## src/rtl/wig_pkg.sv

```systemverilog
package wig_pkg;
  typedef enum logic {
    GATE_RUN  = 1'b0,
    GATE_IDLE = 1'b1
  } gate_state_e;
endpackage

```

## src/rtl/wig_sync.sv

```systemverilog
module wig_sync #(
  parameter int N      = 8,
  parameter int STAGES = 2
) (
  input  logic         clk_i,
  input  logic         rst_ni,
  input  logic [N-1:0] async_i,
  output logic [N-1:0] sync_o
);
  logic [N-1:0] chain_q [STAGES];

  always_ff @(posedge clk_i or negedge rst_ni) begin
    if (!rst_ni) chain_q[0] <= '0;
    else         chain_q[0] <= async_i;
  end

  for (genvar s = 1; s < STAGES; s++) begin : g_stage
    always_ff @(posedge clk_i or negedge rst_ni) begin
      if (!rst_ni) chain_q[s] <= '0;
      else         chain_q[s] <= chain_q[s-1];
    end
  end

  assign sync_o = chain_q[STAGES-1];
endmodule

```

## src/rtl/wig_event.sv

```systemverilog
module wig_event #(
  parameter int N = 8
) (
  input  logic         clk_i,
  input  logic         rst_ni,
  input  logic [N-1:0] req_s_i,
  input  logic         gate_i,
  output logic         launch_o,
  output logic [N-1:0] pend_o,
  output logic [N-1:0] evt_o
);
  logic [N-1:0] done_q, evt_q, fire;

  // a level is delivered once; done clears when the level falls
  assign fire     = req_s_i & ~done_q & {N{~gate_i}};
  assign pend_o   = req_s_i & ~done_q;
  assign launch_o = |fire;
  assign evt_o    = evt_q;

  for (genvar k = 0; k < N; k++) begin : g_bit
    always_ff @(posedge clk_i or negedge rst_ni) begin
      if (!rst_ni) begin
        done_q[k] <= 1'b0;
        evt_q[k]  <= 1'b0;
      end else begin
        done_q[k] <= req_s_i[k] & (done_q[k] | fire[k]);
        evt_q[k]  <= fire[k];
      end
    end
  end
endmodule

```

## src/rtl/wig_idle_ctl.sv

```systemverilog
module wig_idle_ctl
  import wig_pkg::*;
(
  input  logic        clk_i,
  input  logic        rst_ni,
  input  logic        idle_req_i,
  input  logic        busy_i,
  output gate_state_e state_o
);
  gate_state_e state_q, state_d;

  always_comb begin
    state_d = state_q;
    unique case (state_q)
      GATE_RUN:  if (idle_req_i && !busy_i) state_d = GATE_IDLE;
      GATE_IDLE: if (!idle_req_i)           state_d = GATE_RUN;
      default:                              state_d = GATE_RUN;
    endcase
  end

  always_ff @(posedge clk_i or negedge rst_ni) begin
    if (!rst_ni) state_q <= GATE_RUN;
    else         state_q <= state_d;
  end

  assign state_o = state_q;
endmodule

```

## src/rtl/wake_idle_gate.sv

```systemverilog
module wake_idle_gate
  import wig_pkg::*;
#(
  parameter int N_REQ       = 8,
  parameter int SYNC_STAGES = 2
) (
  input  logic             clk_i,
  input  logic             rst_ni,
  input  logic [N_REQ-1:0] req_i,
  input  logic [N_REQ-1:0] wake_en_i,
  input  logic             idle_req_i,
  output logic             idle_ack_o,
  output logic             wakeup_o,
  output logic [N_REQ-1:0] evt_o
);
  logic [N_REQ-1:0] req_s, pend, evt;
  logic             launch, gated;
  gate_state_e      state;

  wig_sync #(.N(N_REQ), .STAGES(SYNC_STAGES)) sync_i (
    .clk_i, .rst_ni, .async_i(req_i), .sync_o(req_s)
  );

  wig_event #(.N(N_REQ)) event_i (
    .clk_i, .rst_ni, .req_s_i(req_s), .gate_i(gated),
    .launch_o(launch), .pend_o(pend), .evt_o(evt)
  );

  // clean boundary: nothing launching and nothing on the output
  wig_idle_ctl ctl_i (
    .clk_i, .rst_ni, .idle_req_i, .busy_i(launch | (|evt)), .state_o(state)
  );

  assign gated      = (state == GATE_IDLE);
  assign idle_ack_o = gated;
  assign wakeup_o   = gated & |(pend & wake_en_i);
  assign evt_o      = evt;
endmodule

```

## config.mk

```make
export PLATFORM = sky130hd
export DESIGN_NAME = wake_idle_gate
export DESIGN_NICKNAME = d
export VERILOG_FILES = /design/src/rtl/wig_pkg.sv /design/src/rtl/wig_sync.sv /design/src/rtl/wig_event.sv /design/src/rtl/wig_idle_ctl.sv /design/src/rtl/wake_idle_gate.sv
export SDC_FILE = /design/constraint.sdc
export NUM_CORES = 1
export LEC_CHECK = 0
export BUFFER_PORTS_ARGS = -buffer_cell sky130_fd_sc_hd__clkbuf_2
export CAP_MARGIN = 25
export CELL_PAD_IN_SITES_DETAIL_PLACEMENT = 0
export CELL_PAD_IN_SITES_GLOBAL_PLACEMENT = 2
export CORE_MARGIN = 3
export CORE_UTILIZATION = 35
export DETAILED_ROUTE_END_ITERATION = 10
export HOLD_SLACK_MARGIN = 0.12
export PLACE_DENSITY_LB_ADDON = 0.3
export SYNTH_ARGS = -nofsm -noshare
export SYNTH_HDL_FRONTEND = slang
export SYNTH_SLANG_ARGS = --single-unit
```

## constraint.sdc

```tcl
create_clock -name clk_i -period 2.7 [get_ports clk_i]
set_input_delay 0.135 -clock clk_i [delete_from_list [all_inputs] [get_ports clk_i]]
set_output_delay 0.135 -clock clk_i [all_outputs]
set_load 0.1 [all_outputs]
```

==> Yosys cells after proc, flatten, opt, wreduce, memory -nomap -nowiden <==
Index checks and enable logic that the tools add are counted.
{ "word_totals": {"elab_cells": 50, "regBits": 33} }
{ "op_classes": {"reduce_logical": 5, "mux": 3, "n_bitwise": 23} }
{ "op_table": {"columns": ["operator", "n"], "rows": [
  ["bitwise AND 8 bit", 3],
  ["OR reduction 8 bit", 3],
  ["bitwise AND 1 bit", 9],
  ["OR 1 bit", 9],
  ["NOT 8 bit", 1],
  ["2-to-1 mux 1 bit", 2],
  ["one-hot mux 1 bit (2 select lines)", 1],
  ["logical AND 1 bit", 1],
  ["logical NOT 1 bit", 1],
  ["NOT 1 bit", 1]
]} }

==> Longest topological paths before layout <==
Gate-level depths: netlist of run 1.
{ "logic_depth": {"ltp_word": 9, "ltp_mapped": 4} }

==> Modules after synthesis <==
Synthesis of run 1 repeated with hierarchy kept, for this count alone.
{ "hier_totals": {"cells_unflattened": 89, "hier_area_um2": 1228.7} }
{ "by_module_without_submodules": {"columns": ["module", "seq_area_each_um2", "cells_per_inst", "area_per_inst_um2", "n_inst"], "rows": [
  ["wig_event", 400.4, 52, 669.4, 1],
  ["wig_sync", 400.4, 24, 460.4, 1],
  ["wake_idle_gate", 0.0, 10, 62.6, 1],
  ["wig_idle_ctl", 25.0, 3, 36.3, 1]
]} }

==> Least setup slack after synthesis of run 1 <==
Ideal clock, no wire load.
{ "synth_path": {"kind": "reg2out", "start": "reg ctl_i.state_q, in the netlist ctl_i.state_o", "end": "out wakeup_o", "slack_ns": -0.221, "path_stages_with_launch": 4, "arrival_ns": 2.786, "path_buffers": 1, "cell_sequence": "dfrtp_1 > clkbuf_1 > inv_1 > a41oi_1"} }
{ "synth_via": {"elab_chain_len": 1} }
{ "synth_lines": {"columns": ["item", "line_no", "text"], "rows": [
  ["start, declared", "wig_idle_ctl.sv:10", "gate_state_e state_q, state_d;"],
  ["start signal, assigned", "wig_idle_ctl.sv:23", "else state_q <= state_d;"],
  ["bitwise AND 1 bit", "wake_idle_gate.sv:36", "assign wakeup_o = gated & |(pend & wake_en_i);"],
  ["end, declared", "wake_idle_gate.sv:13", "output logic wakeup_o,"]
]} }
Every way passes these cells.

==> Worst setup path in the final report of run 1 <==
{ "layout_path": {"start": "reg event_i.done_q[4]", "end": "out wakeup_o"} }
{ "layout_via": {"elab_chain_len": 5} }
{ "layout_lines": {"columns": ["item", "line_no", "text"], "rows": [
  ["start, declared", "wig_event.sv:12", "logic [N-1:0] done_q, evt_q, fire;"],
  ["start signal, assigned by index", "wig_event.sv:26", "done_q[k] <= req_s_i[k] & (done_q[k] | fire[k]);"],
  ["NOT 8 bit", "wig_event.sv:16", "assign pend_o = req_s_i & ~done_q;"],
  ["bitwise AND 8 bit", "wig_event.sv:16", null],
  ["bitwise AND 8 bit", "wake_idle_gate.sv:36", null],
  ["OR reduction 8 bit", "wake_idle_gate.sv:36", null],
  ["bitwise AND 1 bit", "wake_idle_gate.sv:36", null]
]} }
Every way passes these cells.

==> results of run 1 <==
==> report_power, final <==
group          internal [mW]  switching, mW  total (mW)
Clock                 0.0990          0.155       0.254
Combinational         0.0383         0.0874       0.126
Sequential             0.520         0.0135       0.533
Total                  0.657          0.255       0.912
==> layout make-up <==
type | count | area [sq um]
Multi-Input combinational cell | 40 | 277.8
Timing Repair Buffer | 39 | 247.7
Fill cell | 292 | 1583
Clock buffer | 6 | 41.29
Sequential cell | 33 | 825.8
Tap cell | 44 | 55.05
Inverter | 10 | 37.54
Clock inverter | 2 | 10.01
==> placed cells by master (no fill, tap or decap), drive strengths merged <==
| master | n |
|---|---|
| buf | 1 |
| inv | 10 |
| clkinv | 2 |
| nand4 | 2 |
| dfrtp | 33 |
| a21boi | 8 |
| a41oi | 1 |
| nand2b | 8 |
| clkbuf | 34 |
| nand2 | 2 |
| and3b | 4 |
| a31oi | 4 |
| nor2 | 8 |
| nor4 | 2 |
| dlygate4sd3 | 10 |
| o41ai | 1 |
==> worst max-delay path, delay by kind of cell, from the launching register on <==
family	cells	cell delay (ns)
and+or+nand+nor	1	0.21
DFF	1	0.39
AOI/OAI and AO/OA	2	0.27
buffers and inverters	1	0.48
==> cells by family after synthesis <==
logic type	after synthesis	synth area share
buffers and inverters	12	0.04052
DFF	33	0.7229
and+or+nand+nor	26	0.1402
AOI/OAI and AO/OA	14	0.09639
==> per-layer routing <==
layer  share of wire  track usage  up-vias
met5               0            0        -
met1            0.44       0.1350      341
met4           0.033      0.09091        0
met3           0.070      0.04100        8
met2            0.45       0.1713       26
li1                -            -      366
==> timing repair <==
| action | CTS | global route |
|---|---|---|
| hold endpoints to repair | 42 | 0 |
| hold buffers | 10 | 0 |
| gates resized for setup | 0 | 0 |
==> flip-flops by register name (all words and copies together) (netlist names) <==
signal,flops
sync_i.chain_q,8
event_i.evt_o,8
event_i.done_q,8
ctl_i.state_o,1
sync_i.sync_o,8
==> worst min-delay path by stage <==
| stage | end |
|---|---|
| after global placement | sync_i.chain_q[15] |
| after detailed placement | sync_i.chain_q[15] |
| after CTS | sync_i.sync_o[4] |
| final | sync_i.sync_o[4] |
| after floorplan | ctl_i.state_o |
| after global routing | sync_i.sync_o[7] |
==> cell usage after synthesis <==
| cell | instances | area [sq um] |
|---|---|---|
| sky130_fd_sc_hd__a41oi_1 | 1 | 8.760 |
| sky130_fd_sc_hd__nor2_1 | 8 | 30.03 |
| sky130_fd_sc_hd__nand4_1 | 2 | 12.51 |
| sky130_fd_sc_hd__and3b_1 | 4 | 35.03 |
| sky130_fd_sc_hd__inv_1 | 10 | 37.54 |
| sky130_fd_sc_hd__a21boi_0 | 8 | 60.06 |
| sky130_fd_sc_hd__a31oi_1 | 4 | 25.02 |
| sky130_fd_sc_hd__clkbuf_1 | 1 | 3.750 |
| sky130_fd_sc_hd__nor4_2 | 2 | 25.02 |
| sky130_fd_sc_hd__nand2_1 | 2 | 7.510 |
| sky130_fd_sc_hd__nand2b_1 | 8 | 50.05 |
| sky130_fd_sc_hd__o41ai_2 | 1 | 16.27 |
| sky130_fd_sc_hd__buf_2 | 1 | 5.000 |
| sky130_fd_sc_hd__dfrtp_1 | 33 | 825.8 |
==> per-stage QoR <==
stage / utilization / worst slack [ns] / cell area [sq um] / std cells / total power [mW]
after floorplan: - / 0.3877 / 1150 / 85 / 0.6202
after global placement: 0.4366 / 1.254 / 1344 / 156 / 0.6575
after detailed placement: 0.4366 / 1.231 / 1344 / 156 / 0.6604
after CTS: 0.4858 / 0.8545 / 1495 / 174 / 0.9291
after global routing: 0.4858 / 0.7696 / 1495 / 174 / 0.9632
final: 0.4858 / 0.8896 / 1495 / 174 / 0.9123
==> impl_metrics.prom, run 1 <==
# TYPE chip_impl_metric gauge
chip_impl_metric{name="via_per_inst",unit=""} 4.259
chip_impl_info{name="critical_path.endpoint_type",value="output pin"} 1
chip_impl_metric{name="clk-insertion-delay-late",unit="ns"} 0.33
chip_impl_metric{name="yosys_register_bits",unit=""} 33
chip_impl_metric{name="min_period_over_period",unit=""} 0.6705
chip_impl_metric{name="routabilityCongestion",unit=""} 0.7070
chip_impl_metric{name="worst-endpoint-arrival",unit="ns"} 1.68
chip_impl_info{name="crit-reg2reg-capture",value="ctl_i.state_o"} 1
chip_impl_metric{name="number_of_global_route_vias_before_repair",unit=""} 783
chip_impl_metric{name="clk_pin_slew",unit="ns"} 0.09
chip_impl_metric{name="detail_route.iter0.violations",unit=""} 3
chip_impl_metric{name="remaining_antenna_violation_count_after_routing",unit=""} 0
chip_impl_metric{name="grt_first_pass_wirelength",unit="microns"} 3332
chip_impl_metric{name="area_growth",unit="%"} 30.89
chip_impl_metric{name="grt_max_degree",unit=""} 34
chip_impl_metric{name="worst_path_largest_cell_delay",unit="ns"} 0.48
chip_impl_info{name="worstReg2RegStart",value="event_i.evt_o[1]"} 1
chip_impl_metric{name="floorplan.initialDensity",unit=""} 0.3711
chip_impl_metric{name="synth_area_per_cell",unit="sq um"} 13.44
chip_impl_metric{name="max_slew.worst_pin.slew",unit="ns"} 0.7791
chip_impl_metric{name="synth_instances",unit=""} 85
chip_impl_metric{name="vias",unit=""} 741
chip_impl_metric{name="final_sum_of_negative_setup_slack",unit="ns"} 0
chip_impl_info{name="tritoncts",value="done"} 1
chip_impl_metric{name="hpwlAfterDp",unit="microns"} 1462
chip_impl_metric{name="hold_viol",unit=""} 0
chip_impl_metric{name="clock_sink_count",unit=""} 33
chip_impl_metric{name="grt_usage",unit=""} 0.1155
chip_impl_metric{name="grt_remaining_overflow",unit=""} 0
chip_impl_metric{name="vdd_drop_max",unit="mV"} 0.3462
chip_impl_metric{name="synth.net_count",unit=""} 104
chip_impl_metric{name="worst_hold_path.num_cells",unit=""} 0
chip_impl_metric{name="clock.fmax",unit="GHz"} 0.5524
chip_impl_metric{name="total_core_area",unit="sq um"} 3078
chip_impl_info{name="rsz0062_at_grt",value="no"} 1
chip_impl_info{name="hold_wc_path_type",value="reg -> reg"} 1
chip_impl_metric{name="worstRegToRegCells",unit=""} 3
chip_impl_info{name="setup.worst_path.class",value="reg -> out"} 1
chip_impl_metric{name="floorplan.rows",unit=""} 20
chip_impl_metric{name="fin_nets",unit=""} 148
chip_impl_metric{name="antenna_cells",unit=""} 0
chip_impl_metric{name="synth.yosys.warnings",unit=""} 0
chip_impl_info{name="crit_path_top_delay_cell",value="sky130_fd_sc_hd__clkbuf_2"} 1
chip_impl_info{name="root_buffer",value="sky130_fd_sc_hd__clkbuf_4"} 1
chip_impl_metric{name="post_drt_wl_per_cell",unit="microns"} 11.43
chip_impl_metric{name="tritoncts.num_buffers",unit=""} 5
chip_impl_metric{name="setup.reg_to_reg.worst_slack",unit="ns"} 1.53
chip_impl_metric{name="cts_max_level",unit=""} 2
chip_impl_metric{name="boundaryPins",unit=""} 29
chip_impl_metric{name="antenna_found_initial",unit=""} 0
chip_impl_info{name="min-delay-start",value="sync_i.chain_q[12]"} 1
chip_impl_metric{name="post_cts.repair.setup_buffers",unit=""} 0
chip_impl_metric{name="pwr_density_cell",unit="nW/um^2"} 610.2
chip_impl_metric{name="post-route-min-period",unit="ns"} 1.810
chip_impl_metric{name="port-buffer-count",unit=""} 28
chip_impl_metric{name="chipHeight",unit="microns"} 63.13
chip_impl_info{name="crit_chain",value="and3b_1 -> a31oi_1 -> a41oi_2 -> clkbuf_2"} 1
chip_impl_metric{name="drv_cap",unit=""} 0
chip_impl_metric{name="first_pass_iters",unit=""} 3
chip_impl_metric{name="final-setup-viol-count",unit=""} 0
chip_impl_metric{name="drv_slew",unit=""} 0
chip_impl_metric{name="die_width",unit="microns"} 63.13
chip_impl_metric{name="synth_cell_type_count",unit=""} 14
chip_impl_info{name="outcome",value="completed"} 1
chip_impl_metric{name="max-slew-margin-rel",unit=""} 0.4806
chip_impl_metric{name="largest_fanout_on_the_critical_path",unit=""} 3
chip_impl_info{name="critPathLaunch",value="event_i.done_q[4]"} 1
chip_impl_info{name="crit_path_end",value="wakeup_o"} 1
chip_impl_metric{name="ratio_of_cells_with_drive_above_1_in_the_final_layout",unit=""} 0.3077
chip_impl_metric{name="synth_seq_area_share",unit=""} 0.7229
chip_impl_metric{name="mappedNetlistArea",unit="sq um"} 1142
chip_impl_metric{name="final.setup_skew",unit="ns"} 0.006576
chip_impl_metric{name="route.detailed.drc",unit=""} 0
chip_impl_metric{name="detail_route.wirelength",unit="microns"} 1989
chip_impl_metric{name="worstPathRequired",unit="ns"} 2.57
chip_impl_metric{name="floorplan.die_area",unit="sq um"} 3985
chip_impl_metric{name="leakagePower",unit="nW"} 0.7599
chip_impl_metric{name="max-clock-path-buffers",unit=""} 2
chip_impl_metric{name="finalHoldWorstSlack",unit="ns"} 0.3542
chip_impl_info{name="critical_path.startpoint_type",value="flip-flop"} 1
(Power assumes the default switching activity.)
==> inputs of run 2 (changes only) <==
--- a/config.mk
+++ b/config.mk
@@ -10,7 +10,7 @@
 export CELL_PAD_IN_SITES_DETAIL_PLACEMENT = 0
 export CELL_PAD_IN_SITES_GLOBAL_PLACEMENT = 2
 export CORE_MARGIN = 3
-export CORE_UTILIZATION = 35
+export CORE_UTILIZATION = 30
 export DETAILED_ROUTE_END_ITERATION = 10
 export HOLD_SLACK_MARGIN = 0.12
 export PLACE_DENSITY_LB_ADDON = 0.3
==> constraint.sdc (replaced) <==
create_clock -name clk_i -period 1.63 [get_ports clk_i]
set_input_delay 0.0815 -clock clk_i [delete_from_list [all_inputs] [get_ports clk_i]]
set_output_delay 0.0815 -clock clk_i [all_outputs]
set_load 0.1 [all_outputs]
==> run 2 against run 1 <==
  * Clock power increased by 140%
  * Count of clock-buffer cells in the layout grew 2
  * Via count fell by 0.27%
==> impl_metrics.prom, run 2 (synthesized netlist as in run 1, its figures left out) <==
# TYPE chip_impl_metric gauge
chip_impl_info{name="outcome",value="completed"} 1
chip_impl_metric{name="post-route-min-period",unit="ns"} 1.527
chip_impl_metric{name="power.sequential.fraction",unit=""} 0.517
chip_impl_metric{name="min_period_over_period",unit=""} 0.9367
chip_impl_metric{name="clock.fmax",unit="GHz"} 0.6549
chip_impl_info{name="setup.worst_path.class",value="reg -> out"} 1
chip_impl_metric{name="placed_cells_incl_taps",unit=""} 159
chip_impl_metric{name="antenna_found_initial",unit=""} 0
chip_impl_metric{name="die_width",unit="microns"} 67.71
chip_impl_metric{name="power.total",unit="mW"} 1.712
chip_impl_metric{name="p_int",unit="mW"} 1.273
chip_impl_metric{name="ratio_of_cells_with_drive_above_1_in_the_final_layout",unit=""} 0.3206
chip_impl_metric{name="area.sequential",unit="sq um"} 829.5
chip_impl_metric{name="chipHeight",unit="microns"} 67.71
chip_impl_metric{name="max-clock-path-buffers",unit=""} 2
chip_impl_metric{name="total_core_area",unit="sq um"} 3495
chip_impl_metric{name="via_per_inst",unit=""} 4.175
chip_impl_metric{name="hold_viol",unit=""} 0
chip_impl_metric{name="routabilityCongestion",unit=""} 0.7204
chip_impl_metric{name="floorplan.die_area",unit="sq um"} 4584
chip_impl_info{name="root_buffer",value="sky130_fd_sc_hd__clkbuf_8"} 1
chip_impl_metric{name="clock_sink_count",unit=""} 33
chip_impl_info{name="critical_path.endpoint_type",value="output pin"} 1
chip_impl_metric{name="detail_route.iter0.violations",unit=""} 12
chip_impl_metric{name="remaining_antenna_violation_count_after_routing",unit=""} 0
chip_impl_metric{name="power.clock.fraction",unit=""} 0.358
chip_impl_info{name="rsz0062_at_grt",value="no"} 1
chip_impl_metric{name="max_slew.worst_pin.slew",unit="ns"} 0.6581
chip_impl_metric{name="drv_slew",unit=""} 0
chip_impl_metric{name="post_drt_wl_per_cell",unit="microns"} 11.65
chip_impl_metric{name="cts_max_level",unit=""} 2
chip_impl_metric{name="fin_nets",unit=""} 149
chip_impl_info{name="critical_path.startpoint_type",value="flip-flop"} 1
chip_impl_metric{name="boundaryPins",unit=""} 29
chip_impl_metric{name="post_cts.repair.setup_buffers",unit=""} 0
chip_impl_metric{name="worstPathRequired",unit="ns"} 1.55
chip_impl_metric{name="first_pass_iters",unit=""} 3
chip_impl_metric{name="multiInputGateArea",unit="sq um"} 295.3
chip_impl_metric{name="number_of_global_route_vias_before_repair",unit=""} 778
chip_impl_metric{name="clk-insertion-delay-late",unit="ns"} 0.28
chip_impl_metric{name="grt_max_degree",unit=""} 29
chip_impl_metric{name="grt_remaining_overflow",unit=""} 0
chip_impl_metric{name="detail_route.wirelength",unit="microns"} 2062
chip_impl_metric{name="final-setup-viol-count",unit=""} 0
chip_impl_metric{name="vdd_drop_max",unit="mV"} 0.6170
chip_impl_metric{name="clk_pin_slew",unit="ns"} 0.07
chip_impl_metric{name="setup.reg_to_reg.worst_slack",unit="ns"} 0.45
chip_impl_info{name="tritoncts",value="done"} 1
chip_impl_metric{name="port-buffer-count",unit=""} 28
chip_impl_metric{name="final.setup_skew",unit="ns"} 0.01018
chip_impl_metric{name="power.share.combinational",unit=""} 0.125
chip_impl_metric{name="power.switching",unit="uW"} 439.6
chip_impl_metric{name="final_sum_of_negative_setup_slack",unit="ns"} 0
chip_impl_info{name="most-common-layout-cells",value="sky130_fd_sc_hd__dfrtp_1, sky130_fd_sc_hd__clkbuf_2, sky130_fd_sc_hd__inv_1, sky130_fd_sc_hd__dlygate4sd3_1"} 1
chip_impl_metric{name="route.detailed.drc",unit=""} 0
chip_impl_metric{name="antenna_cells",unit=""} 0
chip_impl_metric{name="filler_cell_count",unit=""} 338
chip_impl_metric{name="area_growth",unit="%"} 38.34
chip_impl_metric{name="drv_cap",unit=""} 0
chip_impl_metric{name="max-slew-margin-rel",unit=""} 0.5613
chip_impl_metric{name="switching_share",unit=""} 0.2567
chip_impl_metric{name="hpwlAfterDp",unit="microns"} 1518
chip_impl_metric{name="leakagePower",unit="nW"} 0.7808
chip_impl_metric{name="floorplan.rows",unit=""} 21
chip_impl_metric{name="vias",unit=""} 739
chip_impl_info{name="hold_wc_path_type",value="reg -> reg"} 1
chip_impl_metric{name="pwr_density_cell",unit="nW/um^2"} 1084
chip_impl_info{name="layout.cells.most_common",value="sky130_fd_sc_hd__dfrtp_1"} 1
chip_impl_metric{name="grt_usage",unit=""} 0.1097
chip_impl_metric{name="tritoncts.num_buffers",unit=""} 5
chip_impl_metric{name="worst-endpoint-arrival",unit="ns"} 1.45
chip_impl_metric{name="post_layout_instance_count_excluding_filler_cells",unit=""} 177
chip_impl_metric{name="largest_fanout_on_the_critical_path",unit=""} 3
chip_impl_metric{name="grt_first_pass_wirelength",unit="microns"} 3491
chip_impl_metric{name="floorplan.initialDensity",unit=""} 0.3269
## run 2: critical path: stages, from the launching register on
cell and delay [ns]:
sky130_fd_sc_hd__dfrtp_1 0.38, sky130_fd_sc_hd__and3b_1 0.17, sky130_fd_sc_hd__a31oi_1 0.26, sky130_fd_sc_hd__a41oi_4 0.17
sky130_fd_sc_hd__buf_12 0.20
## run 2: final timing paths
kind | startpoint | end | depth (start not counted)
min | sync_i.chain_q[13] | sync_i.sync_o[5] | 0
max in group asynchronous | rst_ni | sync_i.sync_o[0] | 3
min reg2reg | sync_i.chain_q[13] | sync_i.sync_o[5] | 0
max reg2reg | event_i.evt_o[2] | ctl_i.state_o | 3
min in group asynchronous | rst_ni | event_i.evt_o[7] | 2
max | sync_i.sync_o[4] | wakeup_o | 4
## run 2: layer usage
| metal | vias up | routed length, microns | global-route usage | part of all wire |
|---|---|---|---|---|
| li1 | 369 | - | - | - |
| met1 | 339 | 964 | 0.1395 | 0.47 |
| met2 | 25 | 900 | 0.1543 | 0.44 |
| met5 | - | 0 | 0 | 0 |
| met3 | 6 | 152 | 0.03827 | 0.074 |
| met4 | 0 | 46 | 0.07595 | 0.022 |
## run 2: metrics by stage
step / setup WS, ns / hold WS, ns / area (sq um) / util
after CTS: 0.03237 / 0.3414 / 1574 / 0.4504
after global routing: 0.02604 / 0.3392 / 1580 / 0.4522
final: 0.1031 / 0.3376 / 1580 / 0.4522
after detailed placement: 0.3488 / 0.1525 / 1384 / 0.3960
after global placement: 0.3467 / 0.1519 / 1384 / 0.3960
after floorplan: 0.01697 / -0.2141 / 1166 / -
## run 2: layout make-up
| type | instances | share of cell area |
|---|---|---|
| repair buffers | 40 | 0.1710 |
| well taps | 46 | 0.03642 |
| flip-flops and latches | 33 | 0.5249 |
| clock buffers | 8 | 0.05701 |
| inverters | 10 | 0.02375 |
| multi-input cells | 40 | 0.1869 |
## run 2: what timing repair did
action | in CTS | in global routing
gates resized for setup | 0 | 1
endpoints found under the hold margin | 36 | 0
setup endpoints to repair | 0 | 1
hold buffers | 10 | 0
## run 2: power by group through the flow
stage | clock [mW] | sequential, mW | combinational, mW
floorplan | 0 | 0.982 | 0.0486
global placement | 0 | 0.899 | 0.197
detailed placement | 0 | 0.901 | 0.198
CTS | 0.640 | 0.886 | 0.217
global route | 0.677 | 0.892 | 0.232
finish | 0.613 | 0.886 | 0.214
==> inputs of run 3 (changes only) <==
==> constraint.sdc (replaced) <==
create_clock -name clk_i -period 1.63 [get_ports clk_i]
set_input_delay 0.163 -clock clk_i [delete_from_list [all_inputs] [get_ports clk_i]]
set_output_delay 0.163 -clock clk_i [all_outputs]
set_load 0.1 [all_outputs]
==> run 3 against run 2 <==
  * Critical path depth stayed put
  * Cell count decreased by 0.56%
  * Non-clock buffer count fell by 1
  * Clock power is 4.1% lower
  * Sequential cell count unchanged
  * Sequential share of layout area is 0.33 points lower
  * Combinational power is essentially flat
  * Register-to-register slack is essentially flat
  * Cell area is 0.63% higher
  * Clock skew shrank 0.0081 ns
  * Worst setup slack worse by 0.060 ns
==> impl_metrics.prom, run 3 (synthesized netlist as in run 1, its figures left out) <==
# TYPE chip_impl_metric gauge
chip_impl_metric{name="number_of_global_route_vias_before_repair",unit=""} 811
chip_impl_info{name="layout.cells.most_common",value="sky130_fd_sc_hd__dfrtp_1"} 1
chip_impl_metric{name="pwr_density_cell",unit="nW/um^2"} 1064
chip_impl_metric{name="clock_sink_count",unit=""} 33
chip_impl_metric{name="fin_nets",unit=""} 148
chip_impl_metric{name="grt_max_degree",unit=""} 32
chip_impl_metric{name="max-clock-path-buffers",unit=""} 2
chip_impl_metric{name="min_period_over_period",unit=""} 0.9738
chip_impl_metric{name="post-route-min-period",unit="ns"} 1.587
chip_impl_metric{name="boundaryPins",unit=""} 29
chip_impl_metric{name="floorplan.initialDensity",unit=""} 0.3269
chip_impl_metric{name="grt_remaining_overflow",unit=""} 0
chip_impl_metric{name="first_pass_iters",unit=""} 4
chip_impl_metric{name="floorplan.die_area",unit="sq um"} 4584
chip_impl_metric{name="grt_usage",unit=""} 0.1116
chip_impl_metric{name="die_width",unit="microns"} 67.71
chip_impl_metric{name="detail_route.wirelength",unit="microns"} 2124
chip_impl_metric{name="total_core_area",unit="sq um"} 3495
chip_impl_metric{name="chipHeight",unit="microns"} 67.71
chip_impl_metric{name="antenna_cells",unit=""} 0
chip_impl_metric{name="ratio_of_cells_with_drive_above_1_in_the_final_layout",unit=""} 0.3615
chip_impl_metric{name="antenna_found_initial",unit=""} 0
chip_impl_metric{name="drv_slew",unit=""} 0
chip_impl_metric{name="switching_share",unit=""} 0.2767
chip_impl_metric{name="remaining_antenna_violation_count_after_routing",unit=""} 0
chip_impl_metric{name="detail_route.iter0.violations",unit=""} 12
chip_impl_metric{name="max_slew.worst_pin.slew",unit="ns"} 0.7275
chip_impl_metric{name="via_per_inst",unit=""} 4.273
chip_impl_metric{name="post_drt_wl_per_cell",unit="microns"} 12.07
chip_impl_metric{name="layout_setup_ws",unit="ns"} 0.04268
chip_impl_metric{name="power.share.combinational",unit=""} 0.128
chip_impl_metric{name="route.detailed.drc",unit=""} 0
chip_impl_metric{name="grt_first_pass_wirelength",unit="microns"} 3594
chip_impl_info{name="root_buffer",value="sky130_fd_sc_hd__clkbuf_8"} 1
chip_impl_metric{name="pre_cts_ws",unit="ns"} 0.2814
chip_impl_metric{name="hpwlAfterDp",unit="microns"} 1555
chip_impl_info{name="setup.worst_path.class",value="reg -> out"} 1
chip_impl_metric{name="cts_max_level",unit=""} 2
chip_impl_info{name="outcome",value="completed"} 1
chip_impl_metric{name="clock.fmax",unit="GHz"} 0.6300
chip_impl_info{name="rsz0062_at_grt",value="yes"} 1
chip_impl_info{name="critical_path.endpoint_type",value="output pin"} 1
chip_impl_metric{name="vdd_drop_max",unit="mV"} 0.4325
chip_impl_metric{name="power.switching",unit="uW"} 468.4
chip_impl_metric{name="power.clock.fraction",unit=""} 0.347
chip_impl_info{name="tritoncts",value="done"} 1
chip_impl_metric{name="area_growth",unit="%"} 39.21
chip_impl_metric{name="worst-endpoint-arrival",unit="ns"} 1.42
chip_impl_metric{name="power.sequential.fraction",unit=""} 0.525
chip_impl_metric{name="max-slew-margin-rel",unit=""} 0.5150
chip_impl_metric{name="final-setup-viol-count",unit=""} 0
chip_impl_metric{name="p_int",unit="mW"} 1.224
chip_impl_metric{name="routabilityCongestion",unit=""} 0.7020
chip_impl_metric{name="finalHoldWorstSlack",unit="ns"} 0.3479
chip_impl_metric{name="filler_cell_count",unit=""} 315
chip_impl_metric{name="clk_pin_slew",unit="ns"} 0.07
chip_impl_metric{name="leakagePower",unit="nW"} 0.7767
chip_impl_metric{name="vias",unit=""} 752
chip_impl_metric{name="floorplan.rows",unit=""} 21
chip_impl_info{name="most-common-layout-cells",value="sky130_fd_sc_hd__dfrtp_1, sky130_fd_sc_hd__clkbuf_2, sky130_fd_sc_hd__dlygate4sd3_1, sky130_fd_sc_hd__inv_1"} 1
chip_impl_metric{name="clk-insertion-delay-late",unit="ns"} 0.28
chip_impl_metric{name="final.setup_skew",unit="ns"} 0.002114
chip_impl_info{name="critical_path.startpoint_type",value="flip-flop"} 1
chip_impl_metric{name="tritoncts.num_buffers",unit=""} 5
chip_impl_metric{name="drv_cap",unit=""} 0
chip_impl_metric{name="worstPathRequired",unit="ns"} 1.47
chip_impl_metric{name="hold_viol",unit=""} 0
chip_impl_info{name="hold_wc_path_type",value="reg -> reg"} 1
chip_impl_metric{name="largest_fanout_on_the_critical_path",unit=""} 3
chip_impl_metric{name="port-buffer-count",unit=""} 28
-- run 3: cell count changes in the layout (fill, tap and decap cells not counted) --
| cell | change |
|---|---|
| sky130_fd_sc_hd__inv_4 | +1 |
| sky130_fd_sc_hd__a31oi_1 | -3 |
| sky130_fd_sc_hd__a31oi_2 | +3 |
| sky130_fd_sc_hd__buf_4 | -1 |
| sky130_fd_sc_hd__clkinvlp_4 | +1 |
| sky130_fd_sc_hd__clkinv_2 | +2 |
| sky130_fd_sc_hd__clkbuf_1 | -2 |
| sky130_fd_sc_hd__clkbuf_8 | -1 |
| sky130_fd_sc_hd__inv_1 | -1 |
-- run 3: routing by layer --
metal	global-route usage	part of all wire	vias to the layer above	wire [microns]
met2	0.1701	0.46	23	980
met4	0.06835	0.015	0	31
li1	-	-	366	-
met1	0.1335	0.45	359	964
met5	0	0	-	0
met3	0.03993	0.069	4	147
-- run 3: layout make-up --
class	instances	area (sq um)	share of cell area
flip-flops and latches	33	829.5	0.5216
well taps	46	57.56	0.03619
inverters	10	40.04	0.02518
multi-input cells	40	314.1	0.1975
clock buffers	5	68.82	0.04327
repair buffers	39	262.8	0.1652
clock inverters	3	17.52	0.01101
-- run 3: critical path: stages, from the launching register on --
cell	delay, ns
sky130_fd_sc_hd__dfrtp_1	0.40
sky130_fd_sc_hd__and3b_1	0.23
sky130_fd_sc_hd__a31oi_2	0.05
sky130_fd_sc_hd__a41oi_4	0.26
sky130_fd_sc_hd__buf_12	0.20
-- run 3: final timing paths --
check / start / endpoint / slack [ns] / cells after the start
max: event_i.done_q[6] / wakeup_o / 0.04 / 4
min reg2reg: sync_i.chain_q[15] / sync_i.sync_o[7] / 0.35 / 0
min: sync_i.chain_q[15] / sync_i.sync_o[7] / 0.35 / 0
max in group asynchronous: rst_ni / ctl_i.state_o / 0.62 / 2
min in group asynchronous: rst_ni / event_i.done_q[3] / 0.47 / 2
max reg2reg: event_i.evt_o[2] / ctl_i.state_o / 0.45 / 3
-- run 3: what timing repair did --
item	in CTS	in global routing
pin swaps	0	1
resized for setup	3	1
hold endpoints to repair	39	0
hold buffers	10	0
setup buffers	0	0
setup endpoints to repair	1	1
-- run 3: per-stage QoR --
| stage | power (mW) | setup TNS, ns | instances | cell area (sq um) | util |
|---|---|---|---|---|---|
| after floorplan | 1.031 | -0.02247 | 85 | 1177 | - |
| after detailed placement | 1.100 | 0 | 158 | 1379 | 0.3946 |
| after global routing | 1.773 | -0.03156 | 176 | 1590 | 0.4551 |
| after global placement | 1.096 | 0 | 158 | 1379 | 0.3946 |
| after CTS | 1.709 | 0 | 176 | 1584 | 0.4533 |
| final | 1.693 | 0 | 176 | 1590 | 0.4551 |
-- run 3: power groups by stage --
stage	registers, mW	clock network [mW]	logic, mW
3_3_place_gp	0.900	0	0.196
5_1_grt	0.893	0.645	0.235
4_1_cts	0.888	0.601	0.219
3_5_place_dp	0.903	0	0.196
6_report	0.888	0.588	0.217
2_1_floorplan	0.982	0	0.0494
